<file path="src/rtl/refsel_pkg.sv">
package refsel_pkg;
  typedef enum logic [1:0] {
    MODE_FREE = 2'd0,
    MODE_ACQ  = 2'd1,
    MODE_LOCK = 2'd2,
    MODE_HOLD = 2'd3
  } mode_e;
endpackage

</file>
<file path="src/rtl/ref_pick.sv">
module ref_pick #(
  parameter int N_IN  = 4,
  parameter int PRI_W = 3,
  localparam int IDX_W = $clog2(N_IN)
) (
  input  logic [N_IN-1:0]       valid_i,
  input  logic [N_IN*PRI_W-1:0] prio_i,
  output logic [IDX_W-1:0]      best_o,
  output logic                  any_o
);
  logic [PRI_W-1:0] best_pri;

  // strict compare keeps the lowest index on ties
  always_comb begin
    best_o   = '0;
    any_o    = 1'b0;
    best_pri = '0;
    for (int i = 0; i < N_IN; i++) begin
      if (valid_i[i] && (!any_o || prio_i[i*PRI_W +: PRI_W] < best_pri)) begin
        any_o    = 1'b1;
        best_o   = IDX_W'(i);
        best_pri = prio_i[i*PRI_W +: PRI_W];
      end
    end
  end
endmodule

</file>
<file path="src/rtl/sel_fsm.sv">
module sel_fsm
  import refsel_pkg::*;
#(
  parameter int N_IN  = 4,
  parameter int PRI_W = 3,
  localparam int IDX_W = $clog2(N_IN)
) (
  input  logic                  clk_i,
  input  logic                  rst_ni,
  input  logic [N_IN-1:0]       valid_i,
  input  logic [N_IN*PRI_W-1:0] prio_i,
  input  logic [IDX_W-1:0]      best_i,
  input  logic                  any_i,
  input  logic                  manual_en_i,
  input  logic [IDX_W-1:0]      manual_sel_i,
  input  logic                  revertive_i,
  input  logic                  lock_i,
  input  logic                  hist_full_i,
  output logic [IDX_W-1:0]      sel_o,
  output logic                  have_o,
  output logic                  pbo_o,
  output mode_e                 mode_o
);
  logic [IDX_W-1:0] sel_q, sel_n;
  logic             have_q, have_n, pbo_q, cur_ok, man_ok, better;
  mode_e            mode_q, mode_n;

  assign cur_ok = have_q && valid_i[sel_q];
  assign man_ok = (32'(manual_sel_i) < N_IN) && valid_i[manual_sel_i];
  assign better = any_i &&
                  (prio_i[best_i*PRI_W +: PRI_W] < prio_i[sel_q*PRI_W +: PRI_W]);

  always_comb begin
    if (manual_en_i) begin
      have_n = man_ok;
      sel_n  = man_ok ? manual_sel_i : sel_q;
    end else if (cur_ok) begin
      have_n = 1'b1;
      sel_n  = (revertive_i && better) ? best_i : sel_q;
    end else begin
      have_n = any_i;
      sel_n  = any_i ? best_i : sel_q;
    end
  end

  always_comb begin
    mode_n = mode_q;
    if (have_n) begin
      unique case (mode_q)
        MODE_FREE, MODE_HOLD: mode_n = MODE_ACQ;
        MODE_ACQ:             mode_n = lock_i ? MODE_LOCK : MODE_ACQ;
        MODE_LOCK:            mode_n = lock_i ? MODE_LOCK : MODE_ACQ;
        default:              mode_n = MODE_FREE;
      endcase
    end else if (mode_q != MODE_HOLD) begin
      mode_n = hist_full_i ? MODE_HOLD : MODE_FREE;
    end
  end

  always_ff @(posedge clk_i or negedge rst_ni) begin
    if (!rst_ni) begin
      sel_q  <= '0;
      have_q <= 1'b0;
      pbo_q  <= 1'b0;
      mode_q <= MODE_FREE;
    end else begin
      sel_q  <= sel_n;
      have_q <= have_n;
      pbo_q  <= have_n && (!have_q || sel_n != sel_q);
      mode_q <= mode_n;
    end
  end

  assign sel_o  = sel_q;
  assign have_o = have_q;
  assign pbo_o  = pbo_q;
  assign mode_o = mode_q;
endmodule

</file>
<file path="src/rtl/hist_avg.sv">
module hist_avg #(
  parameter int FREQ_W   = 16,
  parameter int TICK_DIV = 4,
  parameter int SH0      = 2,
  parameter int SH1      = 4,
  parameter int SH2      = 6,
  localparam int FRAC    = SH2,
  localparam int AW      = FREQ_W + FRAC,
  localparam int DW      = AW + 2,
  localparam int CNT_W   = FRAC + 1,
  localparam int DIV_W   = $clog2(TICK_DIV)
) (
  input  logic              clk_i,
  input  logic              rst_ni,
  input  logic              lock_i,
  input  logic [FREQ_W-1:0] freq_i,
  input  logic [1:0]        win_sel_i,
  output logic [FREQ_W-1:0] avg_o,
  output logic              full_o
);
  localparam logic [CNT_W-1:0] SAT = CNT_W'(1) << FRAC;

  logic [AW-1:0]        acc_q;
  logic [CNT_W-1:0]     cnt_q;
  logic [DIV_W-1:0]     div_q;
  logic [7:0]           sh;
  logic                 tick;
  logic signed [DW-1:0] diff, step;

  always_comb begin
    unique case (win_sel_i)
      2'd0:    sh = 8'(SH0);
      2'd1:    sh = 8'(SH1);
      default: sh = 8'(SH2);
    endcase
  end

  assign tick   = (div_q == DIV_W'(TICK_DIV - 1));
  assign diff   = $signed({2'b00, freq_i, {FRAC{1'b0}}}) - $signed({2'b00, acc_q});
  assign step   = diff >>> sh;
  assign full_o = (cnt_q >= (CNT_W'(1) << sh));
  assign avg_o  = acc_q[AW-1:FRAC];

  always_ff @(posedge clk_i or negedge rst_ni) begin
    if (!rst_ni) begin
      div_q <= '0;
      acc_q <= '0;
      cnt_q <= '0;
    end else begin
      div_q <= tick ? '0 : div_q + 1'b1;
      if (tick && lock_i) begin
        // first sample seeds the average
        acc_q <= (cnt_q == '0) ? {freq_i, {FRAC{1'b0}}} : acc_q + step[AW-1:0];
        if (cnt_q != SAT) cnt_q <= cnt_q + 1'b1;
      end
    end
  end
endmodule

</file>
<file path="src/rtl/ref_sel_ctrl.sv">
module ref_sel_ctrl
  import refsel_pkg::*;
#(
  parameter int N_IN     = 4,
  parameter int PRI_W    = 3,
  parameter int FREQ_W   = 16,
  parameter int TICK_DIV = 4,
  parameter int SH0      = 2,
  parameter int SH1      = 4,
  parameter int SH2      = 6,
  localparam int IDX_W   = $clog2(N_IN)
) (
  input  logic                  clk_i,
  input  logic                  rst_ni,
  input  logic [N_IN-1:0]       valid_i,
  input  logic [N_IN*PRI_W-1:0] prio_i,
  input  logic                  manual_en_i,
  input  logic [IDX_W-1:0]      manual_sel_i,
  input  logic                  revertive_i,
  input  logic                  lock_i,
  input  logic [FREQ_W-1:0]     freq_i,
  input  logic [1:0]            win_sel_i,
  output logic [IDX_W-1:0]      sel_o,
  output logic                  sel_valid_o,
  output logic [1:0]            mode_o,
  output logic                  pbo_req_o,
  output logic [FREQ_W-1:0]     hold_freq_o,
  output logic                  wide_bw_o
);
  logic [IDX_W-1:0] best;
  logic             any_valid, hist_full;
  mode_e            mode;

  ref_pick #(.N_IN(N_IN), .PRI_W(PRI_W)) u_pick (
    .valid_i(valid_i), .prio_i(prio_i), .best_o(best), .any_o(any_valid)
  );

  sel_fsm #(.N_IN(N_IN), .PRI_W(PRI_W)) u_fsm (
    .clk_i, .rst_ni, .valid_i, .prio_i,
    .best_i(best), .any_i(any_valid),
    .manual_en_i, .manual_sel_i, .revertive_i, .lock_i,
    .hist_full_i(hist_full),
    .sel_o(sel_o), .have_o(sel_valid_o), .pbo_o(pbo_req_o), .mode_o(mode)
  );

  hist_avg #(.FREQ_W(FREQ_W), .TICK_DIV(TICK_DIV), .SH0(SH0), .SH1(SH1), .SH2(SH2)) u_avg (
    .clk_i, .rst_ni, .lock_i(mode == MODE_LOCK), .freq_i, .win_sel_i,
    .avg_o(hold_freq_o), .full_o(hist_full)
  );

  assign mode_o    = mode;
  assign wide_bw_o = (mode == MODE_ACQ);
endmodule

</file>
<file path="config.mk">
export PLATFORM = sky130hd
export DESIGN_NAME = ref_sel_ctrl
export DESIGN_NICKNAME = d
export VERILOG_FILES = /design/src/rtl/refsel_pkg.sv /design/src/rtl/ref_pick.sv /design/src/rtl/sel_fsm.sv /design/src/rtl/hist_avg.sv /design/src/rtl/ref_sel_ctrl.sv
export SDC_FILE = /design/constraint.sdc
export NUM_CORES = 1
export LEC_CHECK = 0
export BUFFER_PORTS_ARGS = -buffer_cell sky130_fd_sc_hd__buf_2
export CAP_MARGIN = 5
export CORE_ASPECT_RATIO = 0.7
export CORE_MARGIN = 2
export CORE_UTILIZATION = 32
export DETAILED_ROUTE_END_ITERATION = 16
export GPL_ROUTABILITY_DRIVEN = 0
export HOLD_SLACK_MARGIN = 0.02
export PLACE_DENSITY_LB_ADDON = 0.25
export SLEW_MARGIN = 10
export SYNTH_ARGS = -nofsm -noshare
export SYNTH_HDL_FRONTEND = slang
export SYNTH_HIERARCHICAL = 1
export SYNTH_SLANG_ARGS = --single-unit
</file>
<file path="constraint.sdc">
create_clock -name clk_i -period 4.05 [get_ports clk_i]
set_input_delay 0.6075 -clock clk_i [delete_from_list [all_inputs] [get_ports clk_i]]
set_output_delay 0.6075 -clock clk_i [all_outputs]
set_load 0.01 [all_outputs]
</file>
# [Word level (Yosys, flattened, before mapping)]
# Index checks and enable logic that the tools add are counted.
[classes] n_addsub=4 mul=2 magnitude_cmp=7 n_eq_ne=8 shifts=4 mux=29 n_reduce_logical=23
[ops] cell="$mux W2" n=12
[ops] cell="$shiftx A12 B5 Y3" n=2
[ops] cell="$sshr A24 B3 Y22" n=1
[ops] cell="$sub A22 B22 Y23" n=1
[ops] cell="$add A22 B22 Y22" n=1
[ops] cell="$mux W22" n=1
[ops] cell="$lt A3 B3 Y1" n=4
[ops] cell="$mux W1" n=9
[ops] cell="$mux W3" n=3
[ops] cell="$logic_and A1 B1 Y1" n=8
[ops] cell="$mul A2 B2 Y4 const B" n=2
[ops] cell="$add A7 B1 Y7 const B" n=1
[ops] cell="$ge A7 B7 Y1" n=1
[ops] cell="$logic_not A7 Y1" n=1
[ops] cell="$ne A7 B7 Y1 const B" n=1
[ops] cell="$shl A1 B3 Y7 const A" n=1
[ops] cell="$eq A2 B2 Y1 const B" n=3
[ops] cell="$lt A2 B3 Y1 const B" n=2
[ops] cell="$pmux W3 S2" n=1
[ops] cell="$bmux W1 S2" n=2
[ops] cell="$eq A2 B1 Y1 const B" n=2
[ops] cell="$logic_not A1 Y1" n=4
[ops] cell="$logic_not A2 Y1" n=2
[ops] cell="$logic_or A1 B1 Y1" n=4
[ops] cell="7 further kinds" n=8
[word_totals] regBits=37 in_bits=41 output_inout_bits=23 wordCells=84

# [Logic depth before layout (Yosys ltp)]
[logic_depth] ltp_word=24 mapped_depth=26 mapped_depth_nobuf=24

# [Cells and area by module]
# Netlist, hierarchy kept.
[by_module_without_submodules] module="hist_avg" n_inst=1 cells_per_inst=482 area_each_um2=3796.1
[by_module_without_submodules] module="sel_fsm" n_inst=1 cells_per_inst=86 area_each_um2=869.6
[by_module_without_submodules] module="ref_pick" n_inst=1 cells_per_inst=49 area_each_um2=340.3
[by_module_without_submodules] module="ref_sel_ctrl" n_inst=1 cells_per_inst=2 area_each_um2=15.0

# [Least setup slack after synthesis]
# OpenSTA, ideal clock, no wires.
[synth_timing] path_kind="input to register" from="input valid_i[0]" to="register u_fsm.pbo_q, in the netlist u_fsm/pbo_o" setup_time_ns=0.131 arrival_ns=5.888 slack_ns=-1.969 path_stages=26 path_cell_list="buf_6 -> nand2_1 -> ha_1 -> a21oi_1 -> o21ai_0 -> a21boi_0 -> a32oi_1 -> ha_1 -> o21ai_0 -> a22oi_1 -> o21a_1 -> mux2_2 -> ha_1 -> o211ai_2 -> inv_2 -> a311o_1 -> a21bo_1 -> buf_6 -> mux4_1 -> ha_1 -> a21boi_0 -> nand4_1 -> a2111oi_4 -> o22ai_2 -> mux2i_1 -> o211ai_1"
[synth_via] elab_chain_cells=24 elab_cells_between_ends=42
[synth_rtl] element="from (decl)" line_no="ref_sel_ctrl.sv:15" text="input logic [N_IN-1:0] valid_i,"
[synth_rtl] element="$mux W3 / $mux W1 (equally long branches)" line_no="ref_pick.sv:19" text="if (valid_i[i] && (!any_o || prio_i[i*PRI_W +: PRI_W] < best_pri)) begin"
[synth_rtl] element="$lt A3 B3 Y1 / $logic_not A1 Y1 (equally long branches)" line_no="ref_pick.sv:19"
[synth_rtl] element="$logic_or A1 B1 Y1" line_no="ref_pick.sv:19"
[synth_rtl] element="$logic_and A1 B1 Y1" line_no="ref_pick.sv:19"
[synth_rtl] element="$mux W3 / $mux W1 (equally long branches)" line_no="ref_pick.sv:19"
[synth_rtl] element="$lt A3 B3 Y1 / $logic_not A1 Y1 (equally long branches)" line_no="ref_pick.sv:19"
[synth_rtl] element="$logic_or A1 B1 Y1" line_no="ref_pick.sv:19"
[synth_rtl] element="$logic_and A1 B1 Y1" line_no="ref_pick.sv:19"
[synth_rtl] element="(+5 left out)"
[synth_rtl] element="named net best[0]" line_no="ref_sel_ctrl.sv:30" text="logic [IDX_W-1:0] best;"
[synth_rtl] element="(+3 left out)"
[synth_rtl] element="$logic_and A1 B1 Y1" line_no="sel_fsm.sv:30" text="assign better = any_i &&"
[synth_rtl] element="$logic_and A1 B1 Y1" line_no="sel_fsm.sv:39" text="sel_n = (revertive_i && better) ? best_i : sel_q;"
[synth_rtl] element="$mux W2" line_no="sel_fsm.sv:39"
[synth_rtl] element="$mux W2 *" line_no="sel_fsm.sv:37" text="end else if (cur_ok) begin"
[synth_rtl] element="$mux W2 *" line_no="sel_fsm.sv:34" text="if (manual_en_i) begin"
[synth_rtl] element="$ne A2 B2 Y1 *" line_no="sel_fsm.sv:69" text="pbo_q <= have_n && (!have_q || sel_n != sel_q);"
[synth_rtl] element="$logic_or A1 B1 Y1 *" line_no="sel_fsm.sv:69"
[synth_rtl] element="$logic_and A1 B1 Y1 *" line_no="sel_fsm.sv:69"
[synth_rtl] element="to (signal assigned)" line_no="sel_fsm.sv:69"
[synth_rtl] element="to (decl)" line_no="sel_fsm.sv:25" text="logic have_q, have_n, pbo_q, cur_ok, man_ok, better;"
# The timed path passes the listed nets; every way through them passes the cells marked *. The select of a mux whose other input is x is not followed.
# A chain may end at the register's enable or synchronous reset.

# [Worst setup path after layout]
# Same ends and word-level chain as after synthesis.

==> impl_results.md <==
- Vias in the first global route: 5083
- Most used cell, CP: ha_4
- Fin crit period: 5.41 ns
- Final std cells w/o fill: 1011
- Status: finished with violations
- Max-slew violations: 0
- # DRC: 0
- CTS root buffer: clkbuf_16
- Final instance area: 0.00736 mm^2
- First-pass GRT wire length: 25500 um
- CTS tree: done
- Die Span Y: 109 um
- Yosys reg bits: 37
- Critical Path RT: 4.21 ns
- Fmax: 0.185 GHz
- RR Startpoint: u_avg/acc_q[7]
- Core area: 0.0154 mm^2
- Endpoints failing setup: 14
- Reg2reg end: u_avg/acc_q[21]
- Number of max-cap violations: 0
- Yosys top cell area share: 18.4%
- Worst hold slack: 0.429 ns
- Ant diodes: 0
- Syn avg cell area: 8.11 um^2
- Crit path arrival time: 5.58 ns
- Worst Skew: 0.00806 ns
- Clk buf depth: 2
- Antenna-violating nets left: 0
- Crit path cell chain: buf_12, nand2_4, ha_4, nand2_2, o211ai_1, a32oi_2, ha_1, o21ai_1, a22oi_2, o21a_4, mux2_4, ha_4, o211ai_4, a21oi_2, a311o_1, a21bo_4, mux4_2, ha_4, a21boi_2, nand4_1, a2111oi_4, o22ai_2, mux2i_1, o211ai_1
- Share of cells above drive strength 1: 43.2%
- WHS Path Cells: 1
- Synth-to-layout area growth: 46.6%
- Post-placement cell area: 0.00651 mm^2
- Area leader, netlist: dfrtp_1
- Most common cell after layout, fill and taps aside: buf_4
- Clk sinks: 37
- Async SR Flop Fraction: 100%
- Placed wire-length estimate: 12300 um
- Leak pwr: 3.45 nW
- CP Capture Type: register
- Cells after DPL: 983
- Failing checks: negative setup slack
- RSZ-0062 raised after global routing: yes
- Total grt overflow: 0
- Least-Margin Pin Slew: 1.01 ns
- Post-synth EDFFs: 0
- YS warnings: 6
- Initial antenna violation count: 0
- Filler Cells Inserted: 1482
- Fin worst setup slack: -1.36 ns
- H-tree levels: 2
- Post-Syn Nets: 716
- Ranking of synthesized cells by area: dfrtp_1, ha_1, nand2_1
- Routed WL: 16300 um
- WL/cell: 16.1 um
- Slew Limit Headroom: 32.3%
- First-pass DRT Iterations: 6
- Post-synth design cell area: 0.00502 mm^2
- Hold endpoint: u_avg/div_q[0]
- Die Area: 0.0167 mm^2
- Hold Crit Start: u_avg/div_q[0]
- Power per Cell Area: 966 mW/mm^2
- Setup slack, reg-to-reg: -0.36 ns
- Row cnt: 38
- Initial DRC Count: 280
- Critical Path Source Type: input pin
- Total number of vias: 5321
- Worst hold path class: reg2reg
- Total GRT Usage: 19.0%
- Peak supply drop: 0.000320 V
- Initial Utilization: 32.6%
- Seq/Total Area, Yosys: 18.4%
- Port-buffer cells: 63
- Routed via count divided by cell count: 5.26
- Fin. Hold Viols: 0
- Pin count of the biggest net entering global routing: 38
- Reg clk slew, reported paths: 0.06 ns
- Final period utilization: 134%
- TritonCTS Buffers: 5
- Crit-path max FO: 4
- FF-to-FF path depth: 20
- Chip width: 154 um
- Final-stage net count: 907
- Yosys cell types: 82
- I/O pins: 64
- Crit-path slowest cell: mux4_2
- Cells after Synth: 619
- Dominant synthesized flop cell: dfrtp_1
- CP peak stage delay: 0.53 ns
- Commonest non-fill, non-tap cells in the layout: buf_4, nand2_1, buf_2, nor2_1, ha_1
- WS Path Type: in2reg
- Clk_lat worst skew: 0.29 ns
[repair_timing]
action,CTS,global route
pin swaps,39,55
gates cloned,0,0
hold buffers,0,0
resized for setup,53,58
buffers inserted,10,14
endpoints found under the setup margin,14,16
[where the power goes]
part           switching (mW)  internal [mW]  leakage [nW]
registers               0.137          0.503         0.447
clock network           0.174          0.356        0.0944
logic                    2.91           3.03          2.91
total                    3.22           3.89          3.45
[worst max-delay path: cells and delay by family]
kind | cells | cell delay (ns)
AO/OA/AOI/OAI | 13 | 2.41
adder cells (fa/ha/maj) | 4 | 1.17
multiplexers | 3 | 1.02
AND/OR/NAND/NOR | 3 | 0.30
buffers and inverters | 1 | 0.09
[cells in the mapped netlist, types with 3 or more instances]
master,number
nor2_1,44
o21a_1,9
o211ai_1,7
buf_4,16
or3_1,5
a311oi_1,3
nand2b_1,5
o21ai_0,41
and2_1,6
a21o_1,12
dfrtp_1,37
nand3_1,15
a31oi_1,5
a21boi_0,5
o21bai_1,3
xnor2_1,22
nor3_1,6
nor2b_1,10
clkbuf_1,12
and3_1,7
o21ai_1,3
xor2_1,15
a21oi_1,47
o31ai_1,8
mux2_2,5
buf_6,4
ha_1,55
a211oi_1,10
mux2i_1,13
mux4_2,4
a22oi_1,7
clkbuf_8,5
nand2_1,68
inv_1,40
nand4_1,4
[metal layers]
layer	share of wire, %	global-route usage (%)
met1	50	27.3
met2	45	30.7
met3	4.1	2.50
met4	0.99	3.80
met5	0	0
[cell type report]
class	instances	area, um^2	area share, %
clock buffers	5	125	1.70
clock inverters	3	68.8	0.935
inverters	41	154	2.09
multi-input cells	503	4250	57.8
flip-flops and latches	37	926	12.6
well taps	200	250	3.40
repair buffers	222	1580	21.5
[per-stage QoR]
step	power, mW	util [%]	TNS, ns	setup WS, ns
floorplan	3.78	-	-3.93	-1.41
global placement	5.56	42.3	-11.52	-1.64
detailed placement	5.66	42.3	-12.72	-1.81
CTS	6.62	45.6	-4.92	-1.34
global route	7.68	47.8	-8.00	-1.57
finish	7.11	47.8	-5.93	-1.36
[state kept, by name, indices dropped and copies added (netlist names)]
signal        cells
u_avg/acc_q      22
u_avg/cnt_q       7
u_avg/div_q       2
u_fsm/mode_o      2
u_fsm/sel_o       2
u_fsm/have_o      1
u_fsm/pbo_o       1
[how the worst max path moves through the flow]
stage / from / endpoint / slack, ns
floorplan: valid_i[0] / u_fsm/pbo_o / -1.41
global placement: valid_i[0] / u_fsm/pbo_o / -1.64
detailed placement: valid_i[0] / u_fsm/pbo_o / -1.81
CTS: valid_i[0] / u_fsm/pbo_o / -1.34
global route: valid_i[0] / u_fsm/pbo_o / -1.57
finish: valid_i[0] / u_fsm/pbo_o / -1.36
[logic make-up after synthesis]
family | share of synthesized area, %
multiplexers | 6.55
XOR/XNOR | 6.45
AO/OA/AOI/OAI | 27.6
adder cells (fa/ha/maj) | 14.1
AND/OR/NAND/NOR | 18.2
buffers and inverters | 8.72
flip-flops | 18.4
No activity file was read; power rests on OpenSTA's default activity.
